`src/rtl/sop_macrocell.sv`:
```
module sop_macrocell #(
  parameter int NUM_IN = 40
) (
  input  logic [NUM_IN-1:0]        bus_in,
  input  logic [10*NUM_IN+13:0]    cfg,
  input  logic                     cas_in,
  output logic                     cas_out,
  output logic                     cell_out,
  output logic [4:0]               pt_ctrl,
  output logic                     fold_out
);
  localparam int NPT   = 5;
  localparam int PW    = 2 * NUM_IN;
  localparam int AW    = NPT * PW;
  localparam int ST_LO = AW;
  localparam int CE_B  = AW + NPT;
  localparam int XM_LO = AW + NPT + 1;
  localparam int XS_LO = XM_LO + 2;
  localparam int FS_LO = XS_LO + 3;

  logic [NPT-1:0] pt;
  logic [NPT-1:0] steer;
  logic [1:0]     xmode;
  logic [2:0]     xsel, fsel;
  logic           cas_en, local_or, xterm, fterm, xin;

  for (genvar i = 0; i < NPT; i++) begin : g_term
    logic [NUM_IN-1:0] used, hit;
    for (genvar j = 0; j < NUM_IN; j++) begin : g_lit
      assign used[j] = cfg[i*PW + 2*j] | cfg[i*PW + 2*j + 1];
      assign hit[j]  = (~cfg[i*PW + 2*j] | bus_in[j]) & (~cfg[i*PW + 2*j + 1] | ~bus_in[j]);
    end
    assign pt[i] = (|used) & (&hit);
  end

  assign steer    = cfg[ST_LO +: NPT];
  assign cas_en   = cfg[CE_B];
  assign xmode    = cfg[XM_LO +: 2];
  assign xsel     = cfg[XS_LO +: 3];
  assign fsel     = cfg[FS_LO +: 3];

  assign pt_ctrl  = pt & ~steer;
  assign local_or = |(pt & steer);
  assign cas_out  = local_or | (cas_en & cas_in);

  always_comb begin
    xterm = 1'b0;
    fterm = 1'b0;
    if (xsel < 3'(NPT)) xterm = pt[xsel];
    if (fsel < 3'(NPT)) fterm = pt[fsel];
    case (xmode)
      2'd1:    xin = 1'b1;
      2'd2:    xin = xterm;
      default: xin = 1'b0;
    endcase
  end

  assign cell_out = cas_out ^ xin;
  assign fold_out = ~fterm;

  always_comb begin
    AST_CASCADE_PASS: assert (!(cas_en && cas_in) || cas_out) else $error("cascade lost");
    AST_NO_STEER_SUM: assert ((steer != '0) || cas_en || !cas_out) else $error("sum without source");
    AST_STEER_SPLIT:  assert ((pt_ctrl & steer) == '0) else $error("term on both paths");
    AST_XOR_ZERO:     assert ((xmode != 2'd0) || (cell_out == cas_out)) else $error("xor zero");
    AST_XOR_ONE:      assert ((xmode != 2'd1) || (cell_out != cas_out)) else $error("xor one");
  end
endmodule

```
`config.mk`:
```
export PLATFORM = sky130hd
export DESIGN_NAME = sop_macrocell
export DESIGN_NICKNAME = d
export VERILOG_FILES = /design/src/rtl/sop_macrocell.sv
export SDC_FILE = /design/constraint.sdc
export NUM_CORES = 1
export LEC_CHECK = 0
export ABC_AREA = 1
export BUFFER_PORTS_ARGS = -buffer_cell sky130_fd_sc_hd__clkbuf_2
export CAP_MARGIN = 0
export CORE_AREA = 2 2 182 184
export DETAILED_ROUTE_END_ITERATION = 16
export DIE_AREA = 0 0 184 186
export PLACE_DENSITY = 0.38
export SYNTH_ARGS = -nofsm -noshare
export SYNTH_HDL_FRONTEND = slang
export SYNTH_SLANG_ARGS = --single-unit
export TNS_END_PERCENT = 100
```
`constraint.sdc`:
```
create_clock -name vclk -period 1.3
set_input_delay 0.065 -clock vclk [all_inputs]
set_output_delay 0.065 -clock vclk [all_outputs]
set_load 0.01 [all_outputs]
```
==> results of run 1 <==
-- tightest hold or removal path, stage by stage --
cell and delay [ns]:
clkbuf_2 0.13, nor2_2 0.04, buf_2 0.13
-- routing by layer --
layer	GRT usage	vias up	part of all wire
li1	-	4911	-
met1	0.316	4262	0.41
met2	0.483	411	0.49
met3	0.0362	40	0.068
met4	0.0646	0	0.025
met5	0	-	0
-- report_power, final --
part | total (uW) | internal, uW | switching [uW]
sequential | 0 | 0 | 0
clock | 0.000517 | 0.000517 | 0
combinational | 2960 | 1310 | 1650
-- cell type report --
| type | count | area [um^2] | share of cell area |
|---|---|---|---|
| inverter | 126 | 478 | 0.0489 |
| antenna | 5 | 12.5 | 0.00128 |
| multi-input combinational | 1063 | 4980 | 0.509 |
| timing repair buffer | 618 | 3800 | 0.388 |
| tap | 408 | 510 | 0.0522 |
-- cell usage in the layout, fill, tap and decap left out, types with 5 or more instances in the layout --
cell type	instances
o21ai_2	16
o21ai_4	6
nor2_1	281
o21ai_1	33
nand2_4	5
inv_2	20
nand3_2	10
nand2_2	33
nand4_1	29
inv_1	104
buf_6	24
clkbuf_8	6
nor2_2	52
nand2_1	496
clkbuf_2	419
nand3_1	16
buf_2	13
buf_4	141
o21ai_0	45
clkbuf_4	6
nor2_4	25
nand3_4	6
diode_2	5
-- what timing repair did --
| action | 4_1_cts | 5_1_grt |
|---|---|---|
| setup buffers | 7 | 1 |
| resized for setup | 160 | 180 |
| setup endpoints to repair | 8 | 8 |
| pin swaps | 52 | 74 |
| endpoints found under the hold margin | 0 | 0 |
-- cell families after synthesis --
family / count (synthesis) / synth area share
adders and majority gates: 2 / 0.00513
AOI/OAI and AO/OA: 103 / 0.108
and+or+nand+nor: 958 / 0.771
buffers and inverters: 144 / 0.116
-- how the worst min path moves through the flow --
stage | start | endpoint | slack [ns] | depth (start not counted)
3_5_place_dp | cfg[404] | pt_ctrl[4] | 0.42 | 3
3_3_place_gp | cfg[404] | pt_ctrl[4] | 0.43 | 3
5_1_grt | cfg[404] | pt_ctrl[4] | 0.44 | 3
4_1_cts | cfg[404] | pt_ctrl[4] | 0.43 | 3
2_1_floorplan | cfg[400] | pt_ctrl[0] | 0.18 | 1
6_report | cfg[404] | pt_ctrl[4] | 0.43 | 3
-- stage by stage --
stage	TNS, ns	utilization	cells	area [um^2]	total power [uW]
2_1_floorplan	0	-	1207	4880	840
3_3_place_gp	-6.29	0.273	2212	8800	2680
3_5_place_dp	-6.13	0.273	2212	8800	2660
4_1_cts	-3.44	0.290	2216	9350	2830
5_1_grt	-3.55	0.304	2220	9780	3230
6_report	-2.85	0.304	2220	9780	2960
==> metrics.md, run 1 <==
| Metric | Value |
|---|---|
| Outcome | finished, violations left |
| Failing checks | setup timing |
| Die Y | 186 um |
| Clock buf count | 0 |
| Slew HR | 0.749 |
| Vias per inst | 4.34 |
| Fin crit share | 1.42 |
| Pin count of the biggest net entering global routing | 11 |
| Peak supply drop | 0.110 mV |
| Setup crit end kind | primary output |
| Achievable Freq | 540 MHz |
| Critical Path Source | cfg[297] |
| Post-synth top cells | 533 x nand2_1, 350 x nor2_1, 104 x inv_1 |
| Crit Path Max Fanout | 2 |
| Die ar. | 0.0342 mm^2 |
| GRT overflow | 0 |
| Yosys warning total | 0 |
| Area contributors post-synth | nand2_1 41%, nor2_1 27%, o21ai_0 10%, inv_1 8.0%, nand4_1 3.7% |
| Crit path time final | 1.85 ns |
| First-pass GRT wire length | 63100 um |
| Final setup viols | 8 |
| Initial core utilization | 0.151 |
| Register Area | 0 um^2 |
| Slowest stage delay, CP | 0.18 ns |
| Number of global-route vias before repair | 9585 |
| Io pins | 463 |
| ANT nets after route | 0 |
| Hold Crit Class | in -> out |
| Cell taking the most area after synthesis | nand2_1 |
| Core Box Area | 0.0322 mm^2 |
| Crit path kind | in -> out |
| Num rows | 66 |
| Critical path buffer and inverter count | 5 |
| Total GRT Usage | 0.261 |
| Fillcell total | 3896 |
| Hold-fix buffers, CTS | 0 |
| Syn avg cell area | 4.04 um^2 |
| Count leader, synth | nand2_1 |
| FF+latch count | 0 |
| Post-synth top area share | 0.410 |
| Synthesized area | 0.00487 mm^2 |
| DR WL/cell | 21.1 um |
| HPWL Detailed | 43700 um |
| Max-Cap Viols | 0 |
| Slew Limit Fails | 0 |
| First-pass detailed-route iteration total | 7 |
| Nets | 2266 |
| Worst Setup EP | cas_out |
| Stages on worst setup path | 14 |
| Synth Instances | 1207 |
| Slew at the pin closest to its max-slew limit | 0.374 ns |
| Die width | 184 um |
| Crit path required time | 1.24 ns |
| Hold WS | 0.431 ns |
| Startpoint Class | input pin |
| Crit path max-delay cell type | nor2_4 |
| Final hold viol count | 0 |
| CP Cell Sequence | clkbuf_2 -> nor2_1 -> nand2_1 -> nor2_4 -> nand2_1 -> nor2_1 -> buf_4 -> nand3_2 -> nand4_1 -> nand3_1 -> nor2_2 -> inv_1 -> buf_4 -> clkbuf_2 |
| Final WL | 46900 um |
| Routability cong. | 0.956 |
| Final Worst Setup Slack | -0.550 ns |
| Initial DRC Count | 447 |
| Port bufs | 463 |
| Leakage | 0.00546 uW |
| Sequential-to-total area share from yosys stat | 0 |
| RSZ-0062 raised after global routing | yes |
| Vias after detailed routing | 9624 |
| P&R area growth vs syn | 101% |
| Layout cells sized above 1 | 0.441 |
| Cell family with most CP delay | simple AND/OR/NAND/NOR gates |
| Initial antenna violation count | 5 |
| Pwr dens | 303 mW/mm^2 |
| Syn_nets | 1664 |
| Pre-CTS WS | -1.01 ns |
| DR DRC count | 0 |
| Crit path DAT | 1.79 ns |
| Number of distinct library cells after synthesis | 17 |
No activity file was read; power rests on OpenSTA's default activity.
==> inputs of run 2 (changes only) <==
Settings changed: PLACE_DENSITY 0.38 to default.
==> metrics.md, run 2 (synthesized netlist as in run 1, its figures left out) <==
| Metric | Value |
|---|---|
| Final Worst Setup Slack | -0.530 ns (was -0.550 ns) |
| RSZ-0062 raised after global routing | yes (unchanged) |
| HPWL Detailed | 43100 um (was 43700 um) |
| Crit path DAT | 1.77 ns (was 1.79 ns) |
| Hold WS | 0.413 ns (was 0.431 ns) |
| Die Y | 186 um (unchanged) |
| CP Cell Sequence | buf_4 -> buf_8 -> o21ai_4 -> nand3_1 -> nor2_1 -> nand2_2 -> nor2_4 -> nand3_4 -> nand2_2 -> nand3_2 -> nand2_1 -> nand2_1 -> nand2_2 -> nand2_2 -> nand2_2 -> nand2_2 -> buf_6 (was clkbuf_2 -> nor2_1 -> nand2_1 -> nor2_4 -> nand2_1 -> nor2_1 -> buf_4 -> nand3_2 -> nand4_1 -> nand3_1 -> nor2_2 -> inv_1 -> buf_4 -> clkbuf_2) |
| Pre-CTS WS | -1.14 ns (was -1.01 ns) |
| DR DRC count | 0 (unchanged) |
| Number of global-route vias before repair | 9606 (was 9585) |
| Slowest stage delay, CP | 0.18 ns (about the same) |
| Die width | 184 um (unchanged) |
| Met2 Use GR | 0.459 (was 0.483) |
| Final setup viols | 8 (unchanged) |
| Vias per inst | 4.43 (was 4.34) |
| GRT overflow | 0 (unchanged) |
| Final hold viol count | 0 (unchanged) |
| Num rows | 66 (unchanged) |
| Io pins | 463 (unchanged) |
| Final setup TNS | -2.54 ns (was -2.85 ns) |
| Fin crit share | 1.41 (was 1.42) |
| Outcome | finished, violations left (unchanged) |
| Pin count of the biggest net entering global routing | 11 (unchanged) |
| Crit Path Max Fanout | 6 (was 2) |
| Most frequent cell on the critical path | nand2_2 |
| Leading cell type in the layout, fill and taps excluded | nand2_1 (unchanged) |
| Register Area | 0 um^2 (unchanged) |
| Initial antenna violation count | 3 (was 5) |
| Initial DRC Count | 533 (was 447) |
| Die ar. | 0.0342 mm^2 (unchanged) |
| Max-Cap Viols | 0 (unchanged) |
| Final WL | 46600 um (was 46900 um) |
| Slew Limit Fails | 0 (unchanged) |
| Crit path required time | 1.24 ns (about the same) |
| Vias after detailed routing | 9897 (was 9624) |
| Setup crit end kind | primary output (unchanged) |
| Layout cells sized above 1 | 0.481 (was 0.441) |
| First-pass detailed-route iteration total | 5 (was 7) |
| Clock buf count | 0 (unchanged) |
| Initial core utilization | 0.151 (unchanged) |
| FF+latch count | 0 (unchanged) |
| Most frequent cells in the layout | 460 x nand2_1, 420 x clkbuf_2, 263 x nor2_1 (was 496 x nand2_1, 419 x clkbuf_2, 281 x nor2_1) |
| Routability cong. | 0.950 (was 0.956) |
| Total GRT Usage | 0.259 (was 0.261) |
| ANT nets after route | 0 (unchanged) |
| Slew at the pin closest to its max-slew limit | 0.345 ns (was 0.374 ns) |
| Crit path time final | 1.83 ns (was 1.85 ns) |
| Crit path kind | in -> out (unchanged) |
| Area after DPL | 0.00890 mm^2 (was 0.00880 mm^2) |
| P&R area growth vs syn | 110% (was 101%) |
| Nets | 2285 (was 2266) |
| Slew HR | 0.767 (was 0.749) |
| GR Util met1 | 0.329 (was 0.316) |
| Most used routing layer in global routing | met2 (unchanged) |
| Core Box Area | 0.0322 mm^2 (unchanged) |
| DR WL/cell | 20.8 um (was 21.1 um) |
| Hold Crit Class | in -> out (unchanged) |
| Port bufs | 463 (unchanged) |
| First-pass GRT wire length | 62500 um (was 63100 um) |
| Post-route cell area | 0.0102 mm^2 (was 0.00978 mm^2) |
| Failing checks | setup timing (unchanged) |
| Startpoint Class | input pin (unchanged) |
| Achievable Freq | 546 MHz (was 540 MHz) |
| Crit path max-delay cell type | o21ai_4 (was nor2_4) |
| Grt met3 use | 0.0436 (was 0.0362) |
## run 2: changes by cell type in the layout (fill, tap and decap cells not counted), moves of 6 or more
| cell | delta |
|---|---|
| nor2_4 | +12 |
| nor2_2 | +6 |
| o21ai_2 | +6 |
| nand2_2 | +37 |
| buf_2 | -10 |
| nor2_1 | -18 |
| buf_4 | +11 |
| buf_6 | +11 |
| nand2_1 | -36 |
## run 2: cell type report
class | instances | area [um^2]
inverters | 126 | 493
diodes | 2 | 5.00
repair buffers | 637 | 4070
multi-input cells | 1063 | 5150
well taps | 408 | 510
fillers | 3774 | 22000
## run 2: through the flow
stage | utilization | cells
floorplan | - | 1207
global placement | 0.276 | 2227
detailed placement | 0.276 | 2227
CTS | 0.298 | 2231
global route | 0.318 | 2235
finish | 0.318 | 2236
## run 2: critical path, delay by kind of cell
kind                   cells  cell delay, ns
AOI/OAI and AO/OA          1            0.18
buffers and inverters      3            0.40
and+or+nand+nor           13            1.10
## run 2: worst paths after layout
path / cells after the start / slack [ns] / endpoint / start
min: 3 / 0.41 / pt_ctrl[4] / cfg[404]
max: 17 / -0.53 / cell_out / bus_in[15]
## run 2: layer usage
| layer | share of wire | vias up |
|---|---|---|
| met2 | 0.48 | 490 |
| met4 | 0.023 | 2 |
| li1 | - | 4941 |
| met3 | 0.071 | 49 |
| met1 | 0.43 | 4415 |
| met5 | 0.00028 | - |
## run 2: timing repair
action / in CTS / in global routing
pin swaps: 53 / 130
endpoints found under the setup margin: 8 / 8
buffers inserted: 5 / 6
resized for setup: 200 / 236
hold buffers: 0 / 0
==> inputs of run 3 (changes only) <==
Settings changed: ABC_AREA 1 to default, CORE_AREA 2 2 182 184 to 2 2 180 182, DIE_AREA 0 0 184 186 to 0 0 182 184.
==> metrics.md, run 3 <==
| Metric | Value |
|---|---|
| Fillcell total | 3398 (was 3774) |
| Int Power | 1720 uW |
| Fin crit share | 1.79 (was 1.41) |
| Leakage | 0.00499 uW |
| Failing checks | setup timing (unchanged) |
| Cell taking the most area after synthesis | mux2i_1 (was nand2_1) |
| Worst hold start | cfg[401] (was cfg[404]) |
| Area after DPL | 0.00854 mm^2 (was 0.00890 mm^2) |
| Initial antenna violation count | 0 (was 3) |
| Total GRT Usage | 0.256 (was 0.259) |
| Routability cong. | 0.940 (was 0.950) |
| Pwr dens | 322 mW/mm^2 |
| GRT overflow | 0 (unchanged) |
| Initial DRC Count | 343 (was 533) |
| Initial core utilization | 0.119 (was 0.151) |
| ANT nets after route | 0 (unchanged) |
| Crit Path Max Fanout | 3 (was 6) |
| Final setup TNS | -6.02 ns (was -2.54 ns) |
| Final Worst Setup Slack | -1.02 ns (was -0.530 ns) |
| Pin count of the biggest net entering global routing | 6 (was 11) |
| Met1 Routed Length | 18400 um (was 20000 um) |
| Peak supply drop | 0.109 mV |
| Post-synth top area share | 0.541 (was 0.410) |
| Flop pwr share | 0 |
| Die ar. | 0.0335 mm^2 (was 0.0342 mm^2) |
| Crit path kind | in -> out (unchanged) |
| Crit path time final | 2.32 ns (was 1.83 ns) |
| Max-Cap Viols | 0 (unchanged) |
| HPWL Detailed | 40000 um (was 43100 um) |
| Clk pwr share | 0 |
| Number of global-route vias before repair | 7888 (was 9606) |
| Crit path required time | 1.24 ns (about the same) |
| Startpoint Class | input pin (unchanged) |
| Vias after detailed routing | 7470 (was 9897) |
| Port bufs | 463 (unchanged) |
| Combinational Power Share | 1.000 |
| First-pass detailed-route iteration total | 4 (was 5) |
| Slew HR | 0.565 (was 0.767) |
| DR DRC count | 0 (unchanged) |
| Leading cell type in the layout, fill and taps excluded | clkbuf_2 (was nand2_1) |
| Met3 Wirelength | 2750 um (was 3300 um) |
| Synth Instances | 483 (was 1207) |
| First-pass GRT wire length | 59700 um (was 62500 um) |
| Final setup viols | 8 (unchanged) |
| Outcome | finished, violations left (unchanged) |
| Final WL | 45100 um (was 46600 um) |
| P&R area growth vs syn | 165% (was 110%) |
| Ant. Diodes | 0 (was 2) |
| Syn avg cell area | 7.74 um^2 (was 4.04 um^2) |
| Die Y | 184 um (was 186 um) |
| Post-route cell area | 0.00992 mm^2 (was 0.0102 mm^2) |
| Hold Crit Class | in -> out (unchanged) |
| DR WL met2 | 22600 um (was 22200 um) |
| RSZ-0062 raised after global routing | yes (unchanged) |
| Crit path DAT | 2.26 ns (was 1.77 ns) |
| Uppermost routed layer | met4 (was met5) |
| Layout cells sized above 1 | 0.683 (was 0.481) |
| Vias per inst | 4.74 (was 4.43) |
| Hold path cells | 3 (unchanged) |
| Synthesized area | 0.00374 mm^2 (was 0.00487 mm^2) |
| Post-synth top cells | 202 x mux2i_1, 109 x nor4_1, 75 x nand4_1 (was 533 x nand2_1, 350 x nor2_1, 104 x inv_1) |
| Slew Limit Fails | 0 (unchanged) |
| Io pins | 463 (unchanged) |
| Core Box Area | 0.0314 mm^2 (was 0.0322 mm^2) |
| Sequential-to-total area share from yosys stat | 0 (unchanged) |
| Net load switching power | 1480 uW |
| Syn_nets | 940 (was 1664) |
| Final hold viol count | 0 (unchanged) |
| FF+latch count | 0 (unchanged) |
| Worst hold endpoint | pt_ctrl[1] (was pt_ctrl[4]) |
| Yosys warning total | 0 (unchanged) |
| Nets | 1633 (was 2285) |
| Switching portion of total power | 0.463 |
| Area contributors post-synth | mux2i_1 54%, nor4_1 18%, nand4_1 13%, clkbuf_1 2.8%, buf_6 1.8% (was nand2_1 41%, nor2_1 27%, o21ai_0 10%, inv_1 8.0%, nand4_1 3.7%) |
| Num rows | 65 (was 66) |
| Register Area | 0 um^2 (unchanged) |
| Number of distinct library cells after synthesis | 30 (was 17) |
| Slew at the pin closest to its max-slew limit | 0.646 ns (was 0.345 ns) |
| Clock buf count | 0 (unchanged) |
| Count leader, synth | mux2i_1 (was nand2_1) |
| Die width | 182 um (was 184 um) |
| Setup crit end kind | primary output (unchanged) |
| Hold WS | 0.397 ns (was 0.413 ns) |
| Most frequent cells in the layout | 409 x clkbuf_2, 203 x buf_4, 169 x mux2i_1 (was 460 x nand2_1, 420 x clkbuf_2, 263 x nor2_1) |
| DR WL/cell | 28.6 um (was 20.8 um) |
| Achievable Freq | 430 MHz (was 546 MHz) |
-- run 3: changes by cell type in the layout (fill, tap and decap cells not counted), sizes merged, moves of 99 or more --
| cell | change |
|---|---|
| nand2 | -532 |
| nor2 | -343 |
| mux2i | +202 |
| inv | -121 |
| nor4 | +110 |
| o21ai | -99 |
-- run 3: kinds of logic (layout without fill, tap and decap cells) --
group                    after synthesis  in the layout  synth area share
XOR/XNOR                               1              1           0.00234
multiplexers                         203            203             0.544
adder cells (fa/ha/maj)                2              2           0.00669
AND/OR/NAND/NOR                      222            222             0.363
AO/OA/AOI/OAI                         10             10            0.0241
buffers and inverters                 45            736            0.0599
-- run 3: worst max-delay path, stage by stage --
cell,delay (ns)
clkbuf_2,0.10
buf_12,0.13
buf_12,0.12
buf_12,0.11
mux2i_1,0.14
nand4_1,0.15
nor4_2,0.29
nand3_1,0.12
a21oi_2,0.14
buf_6,0.14
a211oi_1,0.08
buf_4,0.15
nor4_4,0.21
xor2_1,0.16
buf_2,0.15
-- run 3: timing repair --
action,4_1_cts,5_1_grt
setup buffers,14,16
hold buffers,0,0
endpoints found under the setup margin,8,8
pin swaps,26,26
gates resized for setup,166,99
-- run 3: area by class of cell --
cell class / instances / area [um^2] / area share
Tap cell: 402 / 503 / 0.0507
Multi-Input combinational cell: 438 / 4000 / 0.403
Timing Repair Buffer: 731 / 5400 / 0.544
Inverter: 5 / 18.8 / 0.00189
-- run 3: how the worst max path moves through the flow --
stage,start,endpoint,slack [ns],cells past startpoint
finish,bus_in[30],cell_out,-1.02,15
global route,bus_in[30],cell_out,-1.18,15
CTS,bus_in[35],cell_out,-1.13,11
detailed placement,bus_in[36],cell_out,-1.32,11
global placement,bus_in[6],cell_out,-1.42,10
floorplan,bus_in[0],cell_out,-0.73,9
-- run 3: metal layers --
metal,track usage,vias up
li1,-,3434
met1,0.310,3608
met2,0.475,382
met3,0.0357,46
met4,0.0603,0
met5,0,-
-- run 3: metrics by stage --
| step | utilization | cells | power (uW) | setup WS (ns) |
|---|---|---|---|---|
| global placement | 0.272 | 1556 | 2760 | -1.42 |
| detailed placement | 0.272 | 1556 | 2760 | -1.32 |
| global route | 0.316 | 1576 | 3340 | -1.18 |
| finish | 0.316 | 1576 | 3190 | -1.02 |
| CTS | 0.302 | 1567 | 3080 | -1.13 |
| floorplan | - | 483 | 737 | -0.731 |
-- run 3: power groups by stage --
| stage | Clock, uW | Sequential, uW | Combinational, uW |
|---|---|---|---|
| after floorplan | 0 | 0 | 737 |
| after global placement | 0 | 0 | 2760 |
| after detailed placement | 0 | 0 | 2760 |
| after CTS | 0 | 0 | 3080 |
| after global routing | 0 | 0 | 3340 |
| final | 0 | 0 | 3190 |
